--- src/rtl/pio_pkg.sv ---
package pio_pkg;
  parameter int unsigned ADDR_W = 16;
  parameter int unsigned DATA_W = 8;
  parameter logic [7:0]  IO_SW_ADDR  = 8'h80;
  parameter logic [7:0]  IO_LED_ADDR = 8'h81;
  typedef struct packed {
    logic io_rd_n;
    logic io_wr_n;
    logic mem_rd_n;
  } strobes_t;
endpackage

--- src/rtl/pio_strobe.sv ---
module pio_strobe (
  input  logic                io_sel_i,
  input  logic                rd_ni,
  input  logic                wr_ni,
  output pio_pkg::strobes_t   stb_o
);
  always_comb begin
    stb_o.io_rd_n  = ~(io_sel_i & ~rd_ni);
    stb_o.io_wr_n  = ~(io_sel_i & ~wr_ni);
    stb_o.mem_rd_n = ~(~io_sel_i & ~rd_ni);
  end
endmodule

--- src/rtl/pio_decode.sv ---
module pio_decode #(
  parameter int unsigned ADDR_W = pio_pkg::ADDR_W
) (
  input  logic [ADDR_W-1:0]  addr_i,
  input  pio_pkg::strobes_t  stb_i,
  output logic               sel_sw_io_o,
  output logic               sel_led_o,
  output logic               sel_sw_mem_o
);
  localparam int unsigned LOW_W = 13;  // A12..A0 must be zero
  logic dev_sw_n, dev_led_n, dev_mem_n;

  always_comb begin
    dev_sw_n  = (addr_i[7:0] != pio_pkg::IO_SW_ADDR);
    dev_led_n = (addr_i[7:0] != pio_pkg::IO_LED_ADDR);
    dev_mem_n = ~(addr_i[ADDR_W-1] && (addr_i[LOW_W-1:0] == '0));
    // select = both active-low terms low
    sel_sw_io_o  = ~(dev_sw_n  | stb_i.io_rd_n);
    sel_led_o    = ~(dev_led_n | stb_i.io_wr_n);
    sel_sw_mem_o = ~(dev_mem_n | stb_i.mem_rd_n);
  end
endmodule

--- src/rtl/pio_out_latch.sv ---
module pio_out_latch #(
  parameter int unsigned DATA_W = pio_pkg::DATA_W
) (
  input  logic              clk_i,
  input  logic              rst_ni,
  input  logic              load_i,
  input  logic [DATA_W-1:0] d_i,
  output logic [DATA_W-1:0] q_o
);
  always_ff @(posedge clk_i or negedge rst_ni) begin
    if (!rst_ni)     q_o <= '1;
    else if (load_i) q_o <= d_i;
  end

  a_r4_hold: assert property (@(posedge clk_i) disable iff (!rst_ni)
    !load_i |=> $stable(q_o));
  a_r3_load: assert property (@(posedge clk_i) disable iff (!rst_ni)
    load_i |=> (q_o == $past(d_i)));
endmodule

--- src/rtl/pio_ports.sv ---
module pio_ports #(
  parameter int unsigned ADDR_W = pio_pkg::ADDR_W,
  parameter int unsigned DATA_W = pio_pkg::DATA_W
) (
  input  logic              clk_i,
  input  logic              rst_ni,
  input  logic [ADDR_W-1:0] addr_i,
  input  logic              io_sel_i,
  input  logic              rd_ni,
  input  logic              wr_ni,
  input  logic [DATA_W-1:0] wr_data_i,
  input  logic [DATA_W-1:0] sw_io_i,
  input  logic [DATA_W-1:0] sw_mem_i,
  output logic [DATA_W-1:0] rd_data_o,
  output logic              rd_en_o,
  output logic [DATA_W-1:0] led_no
);
  pio_pkg::strobes_t stb;
  logic sel_sw_io, sel_led, sel_sw_mem;

  pio_strobe u_stb (
    .io_sel_i(io_sel_i), .rd_ni(rd_ni), .wr_ni(wr_ni), .stb_o(stb)
  );

  pio_decode #(.ADDR_W(ADDR_W)) u_dec (
    .addr_i(addr_i), .stb_i(stb),
    .sel_sw_io_o(sel_sw_io), .sel_led_o(sel_led), .sel_sw_mem_o(sel_sw_mem)
  );

  pio_out_latch #(.DATA_W(DATA_W)) u_led (
    .clk_i(clk_i), .rst_ni(rst_ni), .load_i(sel_led),
    .d_i(wr_data_i), .q_o(led_no)
  );

  always_comb begin
    rd_en_o   = sel_sw_io | sel_sw_mem;
    rd_data_o = '0;
    if (sel_sw_io)       rd_data_o = sw_io_i;
    else if (sel_sw_mem) rd_data_o = sw_mem_i;
  end

  a_r6_onehot: assert property (@(posedge clk_i) disable iff (!rst_ni)
    (rd_ni | wr_ni) |-> $onehot0({sel_sw_io, sel_led, sel_sw_mem}));
  a_r6_mem_no_led: assert property (@(posedge clk_i) disable iff (!rst_ni)
    !io_sel_i |=> $stable(led_no));
  a_r7_idle_quiet: assert property (@(posedge clk_i) disable iff (!rst_ni)
    rd_ni |-> (!rd_en_o && rd_data_o == '0));
  a_r2_io_read: assert property (@(posedge clk_i) disable iff (!rst_ni)
    (io_sel_i && !rd_ni && addr_i[7:0] == 8'h80) |-> (rd_en_o && rd_data_o == sw_io_i));
  a_r5_mem_read: assert property (@(posedge clk_i) disable iff (!rst_ni)
    (!io_sel_i && !rd_ni && addr_i[15] && addr_i[12:0] == '0) |-> (rd_en_o && rd_data_o == sw_mem_i));
  a_r8_rd_led_no_effect: assert property (@(posedge clk_i) disable iff (!rst_ni)
    wr_ni |=> $stable(led_no));
endmodule

--- config.mk ---
export PLATFORM = sky130hd
export DESIGN_NAME = pio_ports
export DESIGN_NICKNAME = d
export VERILOG_FILES = /design/src/rtl/pio_pkg.sv /design/src/rtl/pio_strobe.sv /design/src/rtl/pio_decode.sv /design/src/rtl/pio_out_latch.sv /design/src/rtl/pio_ports.sv
export SDC_FILE = /design/constraint.sdc
export NUM_CORES = 1
export LEC_CHECK = 0
export ABC_AREA = 1
export CAP_MARGIN = 20
export CORE_UTILIZATION = 40
export CTS_BUF_LIST = sky130_fd_sc_hd__clkbuf_4 sky130_fd_sc_hd__clkbuf_8
export DETAILED_ROUTE_END_ITERATION = 16
export DONT_BUFFER_PORTS = 1
export GPL_TIMING_DRIVEN = 0
export PLACE_DENSITY = 0.66
export SYNTH_ARGS = -nofsm -noshare
export SYNTH_HDL_FRONTEND = slang
export SYNTH_SLANG_ARGS = --single-unit
--- constraint.sdc ---
create_clock -name clk_i -period 3.8 [get_ports clk_i]
set_clock_uncertainty 0.05 [all_clocks]
set_input_delay 0.76 -clock clk_i [delete_from_list [all_inputs] [get_ports clk_i]]
set_output_delay 0.76 -clock clk_i [all_outputs]
set_load 0.02 [all_outputs]
# Word-level counts from Yosys, hierarchy flattened
# Index checks and enable logic that the tools add are counted.
[op_classes]
n_mux = 2
n_reduce_logical = 2
eq_ne = 2
bitwise = 16
[ops]
columns = ["cell", "n"]
rows = [
  ["two-way mux 8 bit", 2],
  ["inequality test 8 bit (second input constant)", 2],
  ["zero test 13 bit", 1],
  ["inverter 1 bit", 9],
  ["bitwise OR 1 bit", 4],
  ["AND 1 bit", 3],
  ["logical AND 1 bit", 1],
]
[totals]
output_inout_bits = 17
regBits = 8
word_cells = 23
inputBits = 45

# Longest topological paths before layout
# Gate-level depths: netlist (run 1).
[logic_depth]
word_depth = 6
depth_mapped = 8
ltp_nobuf = 7

# By module
# Synthesis (run 1) repeated with hierarchy kept, for this count alone.
[hier_totals]
hier_cells = 102
area_unflattened_um2 = 608.1
[by_module_without_submodules]
columns = ["mod", "seq_area_each_um2", "area_per_inst_um2", "instances", "cells_each"]
rows = [
  ["pio_out_latch", 210.2, 315.3, 1, 34],
  ["pio_decode", 0.0, 137.6, 1, 34],
  ["pio_ports", 0.0, 132.6, 1, 28],
  ["pio_strobe", 0.0, 22.5, 1, 6],
]

# Least setup slack after synthesis (run 1)
# OpenSTA, ideal clock, no wires.
[synth_path]
path_kind = "input to output"
startpoint = "in addr_i[6]"
endpoint = "out rd_data_o[5]"
t_arrival_ps = 1577
n_path_buf = 1
required_ps = 2990
slack_ps = 1413
cell_stages = 7
cell_sequence = "nor2_1 > nand3_2 > nor2_4 > buf_6 > nor2_1 > nand2_1 > nand2_1"
[synth_via]
elab_chain_len = 6
elab_cells_between_ends = 8
classes_between = "eq/ne: 1; mux: 2; bitwise: 3; reduce/logical: 2"
[synth_lines]
columns = ["element", "line", "rtl"]
rows = [
  ["from (decl)", "pio_ports.sv:7", "input logic [ADDR_W-1:0] addr_i,"],
  ["zero test 13 bit", "pio_decode.sv:16", "dev_mem_n = ~(addr_i[ADDR_W-1] && (addr_i[LOW_W-1:0] == '0));"],
  ["logical AND 1 bit", "pio_decode.sv:16", ""],
  ["inverter 1 bit", "pio_decode.sv:16", ""],
  ["bitwise OR 1 bit", "pio_decode.sv:20", "sel_sw_mem_o = ~(dev_mem_n | stb_i.mem_rd_n);"],
  ["two-way mux 8 bit", "pio_ports.sv:39", "else if (sel_sw_mem) rd_data_o = sw_mem_i;"],
  ["two-way mux 8 bit (*)", "pio_ports.sv:38", "if (sel_sw_io) rd_data_o = sw_io_i;"],
  ["to (decl)", "pio_ports.sv:14", "output logic [DATA_W-1:0] rd_data_o,"],
]
# Mark *: on every way between the ends. The rest lies on a longest branch, timed or not.

# Worst setup path after layout (run 1)
[layout_path]
startpoint = "in addr_i[6]"
endpoint = "out rd_data_o[6]"
# The elaborated chain is that of the path after synthesis.

==> results.json, run 1 <==
{
  "top_register": "u_led.q_o",
  "ir_drop_mv": 0.151,
  "critPathArrivalTime_ns": 1.69,
  "fin_crit_ns": 2.50,
  "syn_avg_cell_area_um2": 5.94,
  "setup.worst_path.class": "input pin to primary output",
  "worst-r2r-setup-slack_ns": 2.96,
  "slew_headroom_pct": 67.8,
  "critPathSlowestCell": "nor2_4",
  "worstMarginPinSlew_ns": 0.491,
  "clock_sinks": 8,
  "syn_to_final_growth_pct": 6.82,
  "cpPeakStageDelay_ns": 0.21,
  "grtUsageTotal_pct": 14.4,
  "io_pins": 62,
  "status": "finished clean",
  "cts_hold_buf": 0,
  "path_max_fanout": 10,
  "yosysUniqueCellTypes": 11,
  "clk_pin_slew_ns": 0.05,
  "numCtsBuffers": 3,
  "fin_nets": 152,
  "wl_per_cell_um": 10.0,
  "core.rowCount": 13,
  "clockPowerShare_pct": 35.8,
  "start_util_pct": 44.9,
  "ys_seq_area_share_pct": 34.7,
  "grt_pass1_wl_mm": 1.59,
  "p_sw_mw": 0.0357,
  "synthTopCellsByCount": "53 x nand2_1, 17 x nor2_1, 13 x inv_1, 8 x dfstp_2, 3 x nor2_2",
  "yosysMostFrequentCell": "nand2_1",
  "wirelength_mm": 1.20,
  "core_region_area_um2": 1350,
  "viasPerCell": 4.81,
  "drt_iter0_drc": 4,
  "ys_ff_latch": 8,
  "grt_pass1_vias": 450,
  "start_kind": "input pin",
  "yosys_most_used_dff": "dfstp_2",
  "syn-cell-area_um2": 606,
  "endpoint_kind": "primary output",
  "cp-endpoint": "rd_data_o[6]",
  "final_cell_area_um2": 647,
  "dpl.hpwl_mm": 1.00,
  "die_area_um2": 1670,
  "io_buffers": 0,
  "worst_slack_ns": 1.30,
  "pre_cts_ws_ns": 1.28,
  "diodes": 0,
  "synthCells": 102,
  "power.density_nw_per_um2": 257,
  "maxCapViolCount": 0,
  "yosysWarnings": 0,
  "die_h_um": 40.9,
  "fp.dieW_um": 40.9,
  "grt_max_degree": 11,
  "tns_ns": 0,
  "critical_path_required_ns": 2.99,
  "sw_frac_of_total_pct": 21.4,
  "antenna_found_initial": 0,
  "r2r-start": "u_led.q_o[7]",
  "place_congestion": 0.616,
  "period_share_pct": 65.7,
  "synth_nets": 147,
  "placed_area_um2": 624,
  "finalSetupViolations": 0,
  "power_mw": 0.167,
  "yosys.area.top_type": "dfstp_2",
  "clkLatencyLatePin_ns": 0.24,
  "p_leak_nw": 0.354,
  "largest_reg_flops": 8,
  "cts_buffer_depth": 2,
  "ant_nets": 0,
  "top_regs": "u_led.q_o: 8 flops",
  "rsz0062_at_grt": "no",
  "overflow": 0,
  "post-cts-setup-buffers": 0,
  "r2r-end": "u_led.q_o[7]",
  "p_seq_share_pct": 56.6,
  "report.final.hold_viol_count": 0,
  "synth_edf_count": 0,
  "synth_area_leaders": "dfstp_2 35%, nand2_1 33%, nor2_1 11%",
  "report.final.slew_viol_count": 0,
  "startpoint": "addr_i[6]",
  "h-tree-depth": 1,
  "cts_tree": "yes",
  "async_flop_share_pct": 100,
  "drc": 0,
  "routed-via-count": 577,
  "fmaxAchievable_ghz": 0.400,
  "crit_chain": "nor2_1 -> nand3_2 -> nor2_4 -> buf_6 -> nor2_1 -> nand2_1 -> nand2_1",
  "p_int_mw": 0.131,
  "min_path_type": "input pin to async pin",
  "root_buffer": "clkbuf_4",
  "drive_gt1_share_pct": 17.1,
  "firstDrtPassIters": 3,
  "cts-resized-gates": 0,
  "final_util_pct": 47.9,
  "synth_top_area_share_pct": 34.7,
  "ff2ff_path_depth": 2,
  "power_frac_comb_pct": 7.5
}
## worst min path at each step
| stage | from | endpoint | slack, ns | depth (start not counted) |
|---|---|---|---|---|
| floorplan | u_led.q_o[0] | u_led.q_o[0] | 0.45 | 2 |
| finish | rst_ni | u_led.q_o[1] | 0.31 | 0 |
| detailed placement | u_led.q_o[1] | u_led.q_o[1] | 0.46 | 2 |
| global route | rst_ni | u_led.q_o[4] | 0.29 | 0 |
| global placement | u_led.q_o[2] | u_led.q_o[2] | 0.45 | 2 |
| CTS | rst_ni | u_led.q_o[1] | 0.30 | 0 |
## area by class of cell
class	count	area (µm²)
multi-input combinational	80	335
clock buffer	3	22.5
tap	15	18.8
inverter	13	48.8
fill	142	703
buffer	1	11.3
sequential	8	210
## worst max-delay path: cells and delay by family
family | cells | cell delay (ns)
and+or+nand+nor | 6 | 0.77
buffers and inverters | 1 | 0.16
## layout by cell type (no fill, tap or decap)
cell type / netlist / final
nand4_1: 1 / 1
nor2_1: 17 / 17
o22ai_1: 1 / 1
dfstp_2: 8 / 8
nor2_2: 3 / 3
nor2_4: 1 / 1
nand2_1: 53 / 53
clkbuf_4: 0 / 3
inv_1: 13 / 13
nand3_1: 2 / 2
buf_6: 1 / 1
nand3_2: 2 / 2
## metrics by stage
step	cells	hold WS [ns]
after floorplan	102	0.446
after global placement	117	0.454
after detailed placement	117	0.460
after CTS	120	0.299
after global routing	120	0.292
final	120	0.310
## per-layer routing
layer / global-route usage (%) / share of wire, % / up-vias / wire length, µm
li1: - / - / 307 / -
met1: 12.1 / 41 / 236 / 494
met2: 29.3 / 51 / 32 / 610
met3: 3.80 / 7.6 / 2 / 92
met4: 7.50 / 0.50 / 0 / 6
met5: 0 / 0 / - / 0
## power by group through the flow
stage / Clock (mW) / Combinational [mW] / Sequential [mW]
6_report: 0.0597 / 0.0125 / 0.0943
5_1_grt: 0.0674 / 0.0153 / 0.0945
4_1_cts: 0.0639 / 0.0127 / 0.0943
3_5_place_dp: 0 / 0.0127 / 0.0954
3_3_place_gp: 0 / 0.0121 / 0.0954
2_1_floorplan: 0 / 0.0113 / 0.0950
## logic make-up after synthesis
| family | after synthesis | share of synthesized area, % |
|---|---|---|
| buffers and inverters | 14 | 9.92 |
| AND/OR/NAND/NOR | 79 | 54.3 |
| AO/OA/AOI/OAI | 1 | 1.03 |
| flip-flops | 8 | 34.7 |
Power figures use the tool's default switching activity.
==> run 2, diff against run 1 <==
--- a/config.mk
+++ b/config.mk
@@ -12,7 +12,7 @@
 export DETAILED_ROUTE_END_ITERATION = 16
 export DONT_BUFFER_PORTS = 1
 export GPL_TIMING_DRIVEN = 0
-export PLACE_DENSITY = 0.66
+export PLACE_DENSITY = 0.68
 export SYNTH_ARGS = -nofsm -noshare
 export SYNTH_HDL_FRONTEND = slang
 export SYNTH_SLANG_ARGS = --single-unit
==> constraint.sdc (replaced) <==
create_clock -name clk_i -period 2.18 [get_ports clk_i]
set_clock_uncertainty 0.05 [all_clocks]
set_input_delay 0.436 -clock clk_i [delete_from_list [all_inputs] [get_ports clk_i]]
set_output_delay 0.436 -clock clk_i [all_outputs]
set_load 0.02 [all_outputs]
==> run 2 against run 1 <==
Compared with the run above:
- non-clock buffer count up 1
- critical path type unchanged
- global-route usage is 1.1 points higher
- routed wire length increased by 6.7%
==> results.json, run 2 (same netlist as run 1, synthesis figures left out) <==
{
  "status": "finished clean",
  "finalSetupViolations": 0,
  "wl_per_cell_um": 10.6,
  "drc": 0,
  "fp.dieW_um": 40.9,
  "p_leak_nw": 0.358,
  "syn_to_final_growth_pct": 8.47,
  "firstDrtPassIters": 4,
  "drive_gt1_share_pct": 17.0,
  "slew_headroom_pct": 68.4,
  "fin_hold_ws_ns": 0.227,
  "io_pins": 62,
  "diodes": 0,
  "core_region_area_um2": 1350,
  "numCtsBuffers": 3,
  "clk_pin_slew_ns": 0.05,
  "top_regs": "u_led.q_o: 8 flops",
  "critical_path_required_ns": 1.69,
  "period_share_pct": 84.1,
  "fin_nets": 153,
  "rsz0062_at_grt": "no",
  "grtUsageTotal_pct": 15.5,
  "dp.cells": 117,
  "fin_crit_ns": 1.83,
  "report.final.hold_viol_count": 0,
  "critPathSlowestCell": "nor2_4",
  "ant_nets": 0,
  "power_mw": 0.300,
  "core.rowCount": 13,
  "power.density_nw_per_um2": 457,
  "largest_reg_flops": 8,
  "start_kind": "input pin",
  "cpPeakStageDelay_ns": 0.22,
  "path_max_fanout": 10,
  "fill_cells": 145,
  "cts-resized-gates": 0,
  "grt_pass1_vias": 475,
  "drt_iter0_drc": 6,
  "top_register": "u_led.q_o",
  "setup.worst_path.class": "input pin to primary output",
  "wirelength_mm": 1.28,
  "cts_tree": "yes",
  "critPathBufInv": 1,
  "crit_chain": "nor2_1 -> nand3_2 -> nor2_4 -> buf_6 -> nor2_1 -> nand2_1 -> nand2_1",
  "antenna_found_initial": 0,
  "report.final.slew_viol_count": 0,
  "post-cts-setup-buffers": 0,
  "grt_max_degree": 11,
  "overflow": 0,
  "die_h_um": 40.9,
  "ff2ff_path_depth": 2,
  "multi_input_area_um2": 335,
  "place_congestion": 0.650,
  "start_util_pct": 44.9,
  "routed-via-count": 584,
  "io_buffers": 0,
  "cts_buffer_depth": 2,
  "critPathArrivalTime_ns": 1.35,
  "cts_hold_buf": 1,
  "grt_pass1_wl_mm": 1.70,
  "die_area_um2": 1670,
  "min_path_cells": 2,
  "endpoint_kind": "primary output",
  "root_buffer": "clkbuf_4",
  "ir_drop_mv": 0.271,
  "h-tree-depth": 1,
  "final_common_cell": "nand2_1",
  "critical_path_cell_count": 7,
  "stdcell_count": 121,
  "clkLatencyLatePin_ns": 0.25,
  "worstMarginPinSlew_ns": 0.481,
  "seq_area_um2": 210,
  "viasPerCell": 4.83,
  "min_path_type": "input pin to flop",
  "final_cell_mix": "53 x nand2_1, 17 x nor2_1, 13 x inv_1, 8 x dfstp_2",
  "dpl.hpwl_mm": 1.05,
  "clock_sinks": 8,
  "maxCapViolCount": 0,
  "cpLargestDelayFamily": "simple AND/OR/NAND/NOR gates",
  "tns_ns": 0,
  "fmaxAchievable_ghz": 0.546
}
## run 2: cell types whose count changed in the layout (fill, tap and decap cells not counted), sizes merged
cell and change:
dlygate4sd3 +1
## run 2: layer usage
layer / routed length, µm / part of all wire [%] / track usage (%) / vias up
li1: - / - / - / 310
met1: 504 / 39 / 14.8 / 238
met5: 0 / 0 / 0 / -
met2: 660 / 51 / 28.5 / 36
met4: 0 / 0 / 13.3 / 0
met3: 118 / 9.2 / 2.17 / 0
## run 2: final cells by class
class                           count  share of cell area, %
Timing Repair Buffer                1                   1.52
Multi-Input combinational cell     80                   51.0
Buffer                              1                   1.71
Clock buffer                        3                   3.43
Inverter                           13                   7.43
Sequential cell                     8                   32.0
Tap cell                           15                   2.86
## run 2: power breakdown
group	internal, mW	switching, mW	total [mW]
logic	0.0102	0.0157	0.0259
registers	0.157	0.00772	0.164
clock network	0.0628	0.0474	0.110
total	0.230	0.0708	0.300
## run 2: final timing paths
kind	startpoint	endpoint	slack, ns
setup / recovery	addr_i[6]	rd_data_o[5]	0.35
hold / removal	wr_data_i[0]	u_led.q_o[0]	0.23
setup reg to reg	u_led.q_o[2]	u_led.q_o[2]	1.34
hold reg to reg	u_led.q_o[1]	u_led.q_o[1]	0.46
max in group asynchronous	rst_ni	u_led.q_o[1]	1.30
min in group asynchronous	rst_ni	u_led.q_o[2]	0.75
## run 2: through the flow
step / utilization, % / worst slack [ns] / area (µm²)
global placement: 46.2 / 0.357 / 624
global route: 48.7 / 0.196 / 657
finish: 48.7 / 0.348 / 657
CTS: 48.7 / 0.335 / 657
detailed placement: 46.2 / 0.348 / 624
floorplan: - / 0.441 / 606
